## config.mk

```make
export PLATFORM = sky130hd
export DESIGN_NAME = trng_regbank
export DESIGN_NICKNAME = d
export VERILOG_FILES = /design/src/rtl/trng_regbank_pkg.sv /design/src/rtl/trng_addr_decode.sv /design/src/rtl/trng_result_hold.sv /design/src/rtl/trng_cfg_bank.sv /design/src/rtl/trng_regbank.sv
export SDC_FILE = /design/constraint.sdc
export NUM_CORES = 1
export LEC_CHECK = 0
export BUFFER_PORTS_ARGS = -buffer_cell sky130_fd_sc_hd__buf_2
export CORE_UTILIZATION = 25
export DETAILED_ROUTE_END_ITERATION = 10
export HOLD_SLACK_MARGIN = 0.03
export PLACE_DENSITY = 0.51
export RECOVER_POWER = 50
export SKIP_LAST_GASP = 1
export SLEW_MARGIN = 20
export SYNTH_ARGS = -nofsm -noshare
export SYNTH_HDL_FRONTEND = slang
export SYNTH_SLANG_ARGS = --single-unit
```

## constraint.sdc

```tcl
create_clock -name clk -period 1.55 [get_ports clk]
set_input_delay 0.155 -clock clk [delete_from_list [all_inputs] [get_ports clk]]
set_output_delay 0.155 -clock clk [all_outputs]
set_load 0.1 [all_outputs]
```

## src/rtl/trng_regbank_pkg.sv

```systemverilog
package trng_regbank_pkg;

   // word indices (byte offset / 4); the host software depends on them
   localparam int unsigned IDX_OUT0  = 0;
   localparam int unsigned IDX_STAT  = 4;
   localparam int unsigned IDX_CTRL  = 5;
   localparam int unsigned IDX_CFG   = 6;
   localparam int unsigned IDX_ACNT  = 7;
   localparam int unsigned IDX_FROEN = 8;
   localparam int unsigned IDX_DET   = 9;
   localparam int unsigned IDX_AMASK = 10;
   localparam int unsigned IDX_ASTOP = 11;
   localparam int unsigned IDX_IMASK = 12;
   localparam int unsigned IDX_REV   = 31;

   localparam int unsigned EN_BIT    = 10;
   localparam logic [7:0]  REV_ID    = 8'h4C;

   typedef enum logic [3:0] {
      RID_OUT,
      RID_STAT,
      RID_CTRL,
      RID_CFG,
      RID_ACNT,
      RID_FROEN,
      RID_DET,
      RID_AMASK,
      RID_ASTOP,
      RID_IMASK,
      RID_REV,
      RID_NONE
   } reg_id_e;

endpackage

```

## src/rtl/trng_addr_decode.sv

```systemverilog
module trng_addr_decode
   import trng_regbank_pkg::*;
#(
   parameter int unsigned ADDR_W = 7,
   parameter int unsigned WORDS  = 4
) (
   input  logic [ADDR_W-1:0]    addr,
   output reg_id_e              rid,
   output logic [ADDR_W-3:0]    widx
);
   localparam int unsigned IDX_W = ADDR_W - 2;

   generate
      if (ADDR_W < 7) begin : g_addr_chk
         $error("ADDR_W must reach offset 0x7C");
      end
   endgenerate

   assign widx = addr[ADDR_W-1:2];

   always_comb begin
      rid = RID_NONE;
      if (int'(widx) < WORDS)                 rid = RID_OUT;
      else if (widx == IDX_W'(IDX_STAT))      rid = RID_STAT;
      else if (widx == IDX_W'(IDX_CTRL))      rid = RID_CTRL;
      else if (widx == IDX_W'(IDX_CFG))       rid = RID_CFG;
      else if (widx == IDX_W'(IDX_ACNT))      rid = RID_ACNT;
      else if (widx == IDX_W'(IDX_FROEN))     rid = RID_FROEN;
      else if (widx == IDX_W'(IDX_DET))       rid = RID_DET;
      else if (widx == IDX_W'(IDX_AMASK))     rid = RID_AMASK;
      else if (widx == IDX_W'(IDX_ASTOP))     rid = RID_ASTOP;
      else if (widx == IDX_W'(IDX_IMASK))     rid = RID_IMASK;
      else if (widx == IDX_W'(IDX_REV))       rid = RID_REV;
   end

endmodule

```

## src/rtl/trng_result_hold.sv

```systemverilog
module trng_result_hold #(
   parameter int unsigned DATA_W = 32,
   parameter int unsigned WORDS  = 4,
   localparam int unsigned RES_W = DATA_W * WORDS
) (
   input  logic             clk,
   input  logic             rst_n,
   input  logic             core_valid,
   input  logic [RES_W-1:0] core_result,
   input  logic             ack,
   output logic             ready,
   output logic [RES_W-1:0] words
);
   logic capture;

   assign capture = core_valid && !ready;

   always_ff @(posedge clk or negedge rst_n) begin
      if (!rst_n) begin
         ready <= 1'b0;
      end else if (ready) begin
         if (ack) ready <= 1'b0;
      end else if (core_valid) begin
         ready <= 1'b1;
      end
   end

   generate
      for (genvar k = 0; k < WORDS; k++) begin : g_word
         always_ff @(posedge clk or negedge rst_n) begin
            if (!rst_n)
               words[k*DATA_W +: DATA_W] <= '0;
            else if (capture)
               words[k*DATA_W +: DATA_W] <= core_result[k*DATA_W +: DATA_W];
         end
      end
   endgenerate


   rdy_set_chk: assert property (@(posedge clk) disable iff (!rst_n)
      $rose(ready) |-> $past(core_valid));


   ack_clear_chk: assert property (@(posedge clk) disable iff (!rst_n)
      (ready && ack) |=> !ready);


   hold_words_chk: assert property (@(posedge clk) disable iff (!rst_n)
      ready |=> $stable(words));

endmodule

```

## src/rtl/trng_cfg_bank.sv

```systemverilog
module trng_cfg_bank
   import trng_regbank_pkg::*;
#(
   parameter int unsigned DATA_W = 32,
   parameter int unsigned FRO_N  = 24
) (
   input  logic              clk,
   input  logic              rst_n,
   input  logic              wr,
   input  reg_id_e           rid,
   input  logic [DATA_W-1:0] wdata,
   output logic              enable,
   output logic [7:0]        noise_blocks,
   output logic [7:0]        sample_cycles,
   output logic [FRO_N-1:0]  osc_enable,
   output logic [FRO_N-1:0]  osc_detune,
   output logic [7:0]        alarm_threshold,
   output logic [FRO_N-1:0]  alarm_mask,
   output logic [FRO_N-1:0]  alarm_stop,
   output logic              irq_mask
);
   logic cfg_open;

   assign cfg_open = !enable;

   always_ff @(posedge clk or negedge rst_n) begin
      if (!rst_n) begin
         enable          <= 1'b0;
         noise_blocks    <= '0;
         sample_cycles   <= '0;
         osc_enable      <= '0;
         osc_detune      <= '0;
         alarm_threshold <= '0;
         alarm_mask      <= '0;
         alarm_stop      <= '0;
         irq_mask        <= 1'b0;
      end else if (wr) begin
         unique case (rid)
            RID_CTRL:  enable <= wdata[EN_BIT];
            RID_CFG: begin
               if (cfg_open) begin
                  noise_blocks  <= wdata[7:0];
                  sample_cycles <= wdata[23:16];
               end
            end
            RID_ACNT:  alarm_threshold <= wdata[7:0];
            RID_FROEN: osc_enable      <= wdata[FRO_N-1:0];
            RID_DET:   osc_detune      <= wdata[FRO_N-1:0];
            RID_AMASK: alarm_mask      <= wdata[FRO_N-1:0];
            RID_ASTOP: alarm_stop      <= wdata[FRO_N-1:0];
            RID_IMASK: irq_mask        <= wdata[0];
            default: ;
         endcase
      end
   end


   cfg_lock_chk: assert property (@(posedge clk) disable iff (!rst_n)
      enable |=> $stable({noise_blocks, sample_cycles}));

endmodule

```

## src/rtl/trng_regbank.sv

```systemverilog
module trng_regbank
   import trng_regbank_pkg::*;
#(
   parameter int unsigned ADDR_W    = 7,
   parameter int unsigned DATA_W    = 32,
   parameter int unsigned WORDS     = 4,
   parameter int unsigned FRO_N     = 24,
   parameter bit          IRQ_EN    = 1'b1,
   parameter logic [3:0]  REV_MAJOR = 4'd2,
   parameter logic [3:0]  REV_MINOR = 4'd3,
   parameter logic [3:0]  REV_PATCH = 4'd1,
   localparam int unsigned RES_W    = DATA_W * WORDS
) (
   input  logic              clk,
   input  logic              rst_n,
   input  logic              bus_wr,
   input  logic              bus_rd,
   input  logic [ADDR_W-1:0] bus_addr,
   input  logic [DATA_W-1:0] bus_wdata,
   output logic [DATA_W-1:0] bus_rdata,
   input  logic              core_valid,
   input  logic [RES_W-1:0]  core_result,
   output logic              irq,
   output logic              gen_enable,
   output logic [7:0]        noise_blocks,
   output logic [7:0]        sample_cycles,
   output logic [FRO_N-1:0]  osc_enable,
   output logic [FRO_N-1:0]  osc_detune,
   output logic [7:0]        alarm_threshold,
   output logic [FRO_N-1:0]  alarm_mask,
   output logic [FRO_N-1:0]  alarm_stop
);
   generate
      if (DATA_W != 32) begin : g_dw_chk
         $error("DATA_W must be 32");
      end
      if (FRO_N < 1 || FRO_N > DATA_W) begin : g_fro_chk
         $error("FRO_N out of range");
      end
      if (WORDS < 1 || WORDS > 4) begin : g_words_chk
         $error("WORDS must be 1..4");
      end
   endgenerate

   reg_id_e           rid;
   logic [ADDR_W-3:0] widx;
   logic              ready;
   logic [RES_W-1:0]  words;
   logic              ack;
   logic              irq_mask;
   logic [DATA_W-1:0] rev_word;
   logic [DATA_W-1:0] rd_mux;

   trng_addr_decode #(.ADDR_W(ADDR_W), .WORDS(WORDS)) u_dec (
      .addr (bus_addr),
      .rid  (rid),
      .widx (widx)
   );

   assign ack = bus_wr && (rid == RID_STAT) && bus_wdata[0];

   trng_result_hold #(.DATA_W(DATA_W), .WORDS(WORDS)) u_hold (
      .clk         (clk),
      .rst_n       (rst_n),
      .core_valid  (core_valid),
      .core_result (core_result),
      .ack         (ack),
      .ready       (ready),
      .words       (words)
   );

   trng_cfg_bank #(.DATA_W(DATA_W), .FRO_N(FRO_N)) u_cfg (
      .clk             (clk),
      .rst_n           (rst_n),
      .wr              (bus_wr),
      .rid             (rid),
      .wdata           (bus_wdata),
      .enable          (gen_enable),
      .noise_blocks    (noise_blocks),
      .sample_cycles   (sample_cycles),
      .osc_enable      (osc_enable),
      .osc_detune      (osc_detune),
      .alarm_threshold (alarm_threshold),
      .alarm_mask      (alarm_mask),
      .alarm_stop      (alarm_stop),
      .irq_mask        (irq_mask)
   );

   assign rev_word = {4'h0, REV_MAJOR, REV_MINOR, REV_PATCH, 8'h00, REV_ID};

   always_comb begin
      rd_mux = '0;
      unique case (rid)
         RID_OUT:   rd_mux = words[widx[1:0]*DATA_W +: DATA_W];
         RID_STAT:  rd_mux = DATA_W'(ready);
         RID_CTRL:  rd_mux = DATA_W'(gen_enable) << EN_BIT;
         RID_CFG:   rd_mux = {8'h00, sample_cycles, 8'h00, noise_blocks};
         RID_ACNT:  rd_mux = DATA_W'(alarm_threshold);
         RID_FROEN: rd_mux = DATA_W'(osc_enable);
         RID_DET:   rd_mux = DATA_W'(osc_detune);
         RID_AMASK: rd_mux = DATA_W'(alarm_mask);
         RID_ASTOP: rd_mux = DATA_W'(alarm_stop);
         RID_IMASK: rd_mux = DATA_W'(irq_mask);
         RID_REV:   rd_mux = rev_word;
         default:   rd_mux = '0;
      endcase
   end

   assign bus_rdata = bus_rd ? rd_mux : '0;

   generate
      if (IRQ_EN) begin : g_irq
         assign irq = ready && irq_mask;
      end else begin : g_noirq
         assign irq = 1'b0;
      end
   endgenerate

endmodule

```

After elaboration in Yosys (flattened, before gate mapping):

Cells that the tools add are included.

* word-level logic and storage cells: 67
* input port bits: 172
* register bits after elaboration: 251

* mux-type cells: 16
* eq/ne operators: 20
* shifts and indexed selects: 1
* bitwise gates (word level): 1
* magnitude comparators: 1
* reductions and logical operators: 14

Operator list (count)
* $pmux 32 s11: 1
* $shiftx 128x8->32: 1
* $mux 4: 10
* $mux 32: 1
* $eq 5x4->1 const B: 5
* $eq 5x3->1 const B: 4
* $eq 4x3->1 const B: 4
* $reduce_and 2->1: 7
* $eq 4x4->1 const B: 3
* $eq 4x2->1 const B: 2
* $eq 5x5->1 const B: 1
* $lt 5x3->1 const B: 1
* $eq 4x1->1 const B: 1
* $logic_and 1x1->1: 4
* $logic_not 4->1: 1
* $mux 1: 4
* $reduce_and 3->1: 1
* $logic_not 1->1: 1
* $not 1->1: 1

Logic depth before layout (Yosys ltp):

* depth in word-level cells: 17
* gate-level depth with buffers: 7
* depth with buffers taken out: 4

Modules after synthesis:

Synthesis repeated with hierarchy kept, for this count alone.

* cell total of the unflattened synthesis: 782
* area total of the unflattened synthesis: 12134.1 µm²

By module, submodules not included
* trng_result_hold: times used 1, area an instance 5328.9 µm², cells an instance 274, seq. area each 3228.1 µm²
* trng_cfg_bank: times used 1, area an instance 4702.0 µm², cells an instance 268, seq. area each 3052.9 µm²
* trng_regbank: times used 1, area an instance 1974.4 µm², cells an instance 220, seq. area each 0.0 µm²
* trng_addr_decode: times used 1, area an instance 128.9 µm², cells an instance 20, seq. area each 0.0 µm²

Least setup slack after synthesis:

Ideal clock, no wire load.

* path kind: reg-to-output
* from: reg u_cfg.alarm_threshold[7]
* to: out bus_rdata[7]
* setup slack: -1619 ps
* arrival time: 3014 ps
* cell stages (with the launch flop): 4
* required time: 1395 ps
* cells stage by stage: dfrtp_1 -> mux2_2 -> a32oi_1 -> a31oi_1

* cells in the longest elaborated chain, start to end: 2

Ends and longest elaborated chain
* start: declaration: line trng_cfg_bank.sv:17 `output logic [7:0] alarm_threshold,`
* start signal: assignment: line trng_cfg_bank.sv:46 `RID_ACNT: alarm_threshold <= wdata[7:0];`
* $pmux 32 s11: line trng_regbank.sv:93 `unique case (rid)`
* $mux 32: line trng_regbank.sv:109 `assign bus_rdata = bus_rd ? rd_mux : '0;`
* end: declaration: line trng_regbank.sv:20 `output logic [DATA_W-1:0] bus_rdata,`

No other way between the ends.

Worst setup path in the final report:

* from: reg u_hold.words[99]
* to: out bus_rdata[3]

* cells in the longest elaborated chain, start to end: 3

Ends and longest elaborated chain
* start: declaration: line trng_result_hold.sv:12 `output logic [RES_W-1:0] words`
* start signal: indexed assignment: line trng_result_hold.sv:34 `words[k*DATA_W +: DATA_W] <= core_result[k*DATA_W +: DATA_W];`
* $shiftx 128x8->32: line trng_regbank.sv:94 `RID_OUT: rd_mux = words[widx[1:0]*DATA_W +: DATA_W];`
* $pmux 32 s11: line trng_regbank.sv:93
* $mux 32: line trng_regbank.sv:109

No other way between the ends.

==> impl_metrics.yaml <==
critical_path:
  reg2reg_to: "u_hold.words[104]"
  reg2reg_depth: 3
  r2r_setup_slack_ps: -120
  cpPeakStageDelay_ps: 540
  crit_chain: "mux4_2, a222oi_1, buf_4, a31oi_4, buf_12"
  regToRegStartpoint: "u_hold.ready"
  critical_path.startpoint_type: "register"
  crit_family: "multiplexers"
  critPathKind: "register to primary output"
  worst-endpoint-arrival_ps: 2260
  crit_fanout: 2
  cp.depth: 5
  crit_path_top_delay_cell: "mux4_2"
  required_ps: 1390
  end_kind: "primary output"
  startpoint: "u_hold.words[99]"
  crit_end: "bus_rdata[3]"
  worst-path-buf-inv: 2
run_status:
  violations: "setup timing"
  status: "complete, but fails checks"
clock_tree:
  clk-insertion-delay-late_ps: 560
  cts_tree: "done"
  cts_sinks: 251
  clk_pin_slew_worst_paths_ps: 60
  clockBufferDepth: 3
  htreeDepth: 1
  cts_made_buffers: 30
  cts_root_buf: "clkbuf_16"
layout:
  drive_above_1_share_pct: 65.3
  final_cells: 1952
  final_cell_area_um2: 19000
  fill_cells: 4120
  area_growth_pct: 66.4
  final_cell_mix: "buf_4 (195), dfrtp_1 (182), buf_2 (162), dlygate4sd3_1 (154), mux2_2 (144)"
  fin_nets: 1509
  final_common_cell: "buf_4"
placed_design:
  place_ws_ps: -429
  place_inst: 1723
  dpl.hpwl_um: 29600
  place_congestion: 0.821
  detailed_place.area_um2: 16100
  io_buffers: 315
synth:
  syn_area_per_cell_um2: 15.2
  synth-seq-area-share_pct: 55.1
  synth-seq-cells: 251
  ys_warn_count: 0
  syn-cell-area_um2: 11400
  yosysUniqueCellTypes: 42
  synthesis.nets: 920
  syn_inst: 748
sta:
  setup_violations: 78
  worst_slew_pin_slew_ps: 756
  slew_viol_final: 0
  post-route-period-util_pct: 156
  fmax_ghz: 0.414
  fin_crit_ps: 2420
  slew_headroom_pct: 49.6
  clock-skew-final_ps: 13.5
  rsz0062_at_grt: "true"
  setup_ws_ps: -866
  hold_viol: 0
die:
  coreArea_um2: 44600
  pin_count: 326
  fp.dieH_um: 215
  die_area_um2: 46400
  start_util_pct: 25.5
  rows: 77
  chipWidth_um: 215
grt:
  grt.overflow.total: 0
  antenna_found_initial: 3
  grt_pass1_vias: 9788
  grt_max_degree: 75
  grt_usage_pct: 17.7
  grt_pass1_wl_um: 62400
flow_run:
  drv_cap: 0
routing:
  wl_per_cell_um: 20.8
  drtAntennaViolNets: 0
  drt_iter0_drc: 475
  dr_total_vias: 9018
  drc: 0
  routed_wl_um: 40600
  drt-vias-per-instance: 4.62
  first_pass_iters: 6
power:
  p_leak_nw: 8.41
  p_per_area_nw_per_um2: 1560
  max-vdd-ir-drop_mv: 1.22
min_path:
  hold_class: "primary input to register"
-- power by group --
group	internal (mW)	switching, mW
combinational	5.08	7.43
clock	3.89	2.72
sequential	8.98	1.50
-- what timing repair did --
item                                   in CTS  in global routing
pin swaps                                  35                  6
hold buffers                              155                  0
endpoints found under the hold margin     502                  0
setup endpoints to repair                 133                 53
setup buffers                              11                  9
resized for setup                         131                 24
-- worst min-delay path by stage --
stage / from / endpoint / slack [ps] / cells after the start
6_report: bus_wr / u_hold.ready / 100 / 3
5_1_grt: bus_wr / u_hold.ready / 100 / 3
4_1_cts: bus_wr / u_hold.ready / 70 / 3
3_5_place_dp: rst_n / u_hold.words[35] / 50 / 1
3_3_place_gp: rst_n / u_hold.words[35] / 60 / 1
2_1_floorplan: rst_n / u_cfg.alarm_mask[10] / -140 / 0
-- sequential cells by signal (all words and copies together), names as in the netlist --
register and flops:
u_cfg.osc_enable 24, u_cfg.osc_detune 24, u_cfg.noise_blocks 8, u_cfg.irq_mask 1, u_cfg.sample_cycles 8, u_cfg.alarm_threshold 8, u_hold.words 128, u_cfg.alarm_stop 24
u_hold.ready 1, u_cfg.enable 1, u_cfg.alarm_mask 24
-- per-layer routing --
layer	share of wire [%]	vias up	global-route usage (%)
li1	-	4041	-
met1	45	4663	24.2
met2	48	260	28.6
met3	5.6	52	4.07
met4	1.8	2	3.48
met5	0.030	-	0
-- cell usage after synthesis, drive strengths merged --
cell type	number	share of area, %
a21o	4	0.26
a21oi	10	0.44
a221oi	3	0.23
a222oi	13	1.1
a22o	1	0.077
a22oi	31	2.0
a31oi	19	1.0
a32oi	1	0.077
a41oi	2	0.15
and2	3	0.16
and3	8	0.44
and4	2	0.15
buf	30	1.7
clkbuf	24	0.79
dfrtp	251	55
mux2	252	26
mux4	34	6.7
nand2	21	0.85
nand2b	2	0.11
nand3	3	0.13
nand3b	8	0.64
nand4	2	0.11
nor2	8	0.68
nor2b	2	0.11
nor3	1	0.044
nor3b	5	0.37
nor4	1	0.055
o21ai	4	0.21
or2	1	0.055
or3b	2	0.18
-- cell type report --
type	instances	area [µm²]	area share, %
diodes	2	5.00	0.0264
clock buffers	49	893	4.71
clock inverters	4	22.5	0.119
multi-input cells	443	5580	29.4
flip-flops and latches	251	6380	33.6
well taps	592	741	3.91
repair buffers	611	5340	28.2
-- logic make-up after synthesis --
logic type / count (synthesis) / share of synthesized area (%)
buf+inv: 54 / 2.47
flops: 251 / 55.1
compound gates: 88 / 5.68
mux: 286 / 32.6
simple gates: 69 / 4.09
-- worst reg2reg max path, stage by stage (launching register included) --
cell and delay, ps:
dfrtp_2 450, nor2b_4 150, buf_2 520, mux2_2 420
-- metrics by stage --
step	hold WS [ps]	setup TNS [ps]	utilization, %	total power [mW]
after floorplan	-141	-14570	-	18.7
after global placement	56.3	-44460	36.0	21.8
after detailed placement	52.1	-45710	36.0	22.0
after CTS	66.9	-22040	42.5	29.7
after global routing	104	-32460	42.5	31.0
final	98.4	-22290	42.5	29.6
No activity file was read; power rests on OpenSTA's default activity.
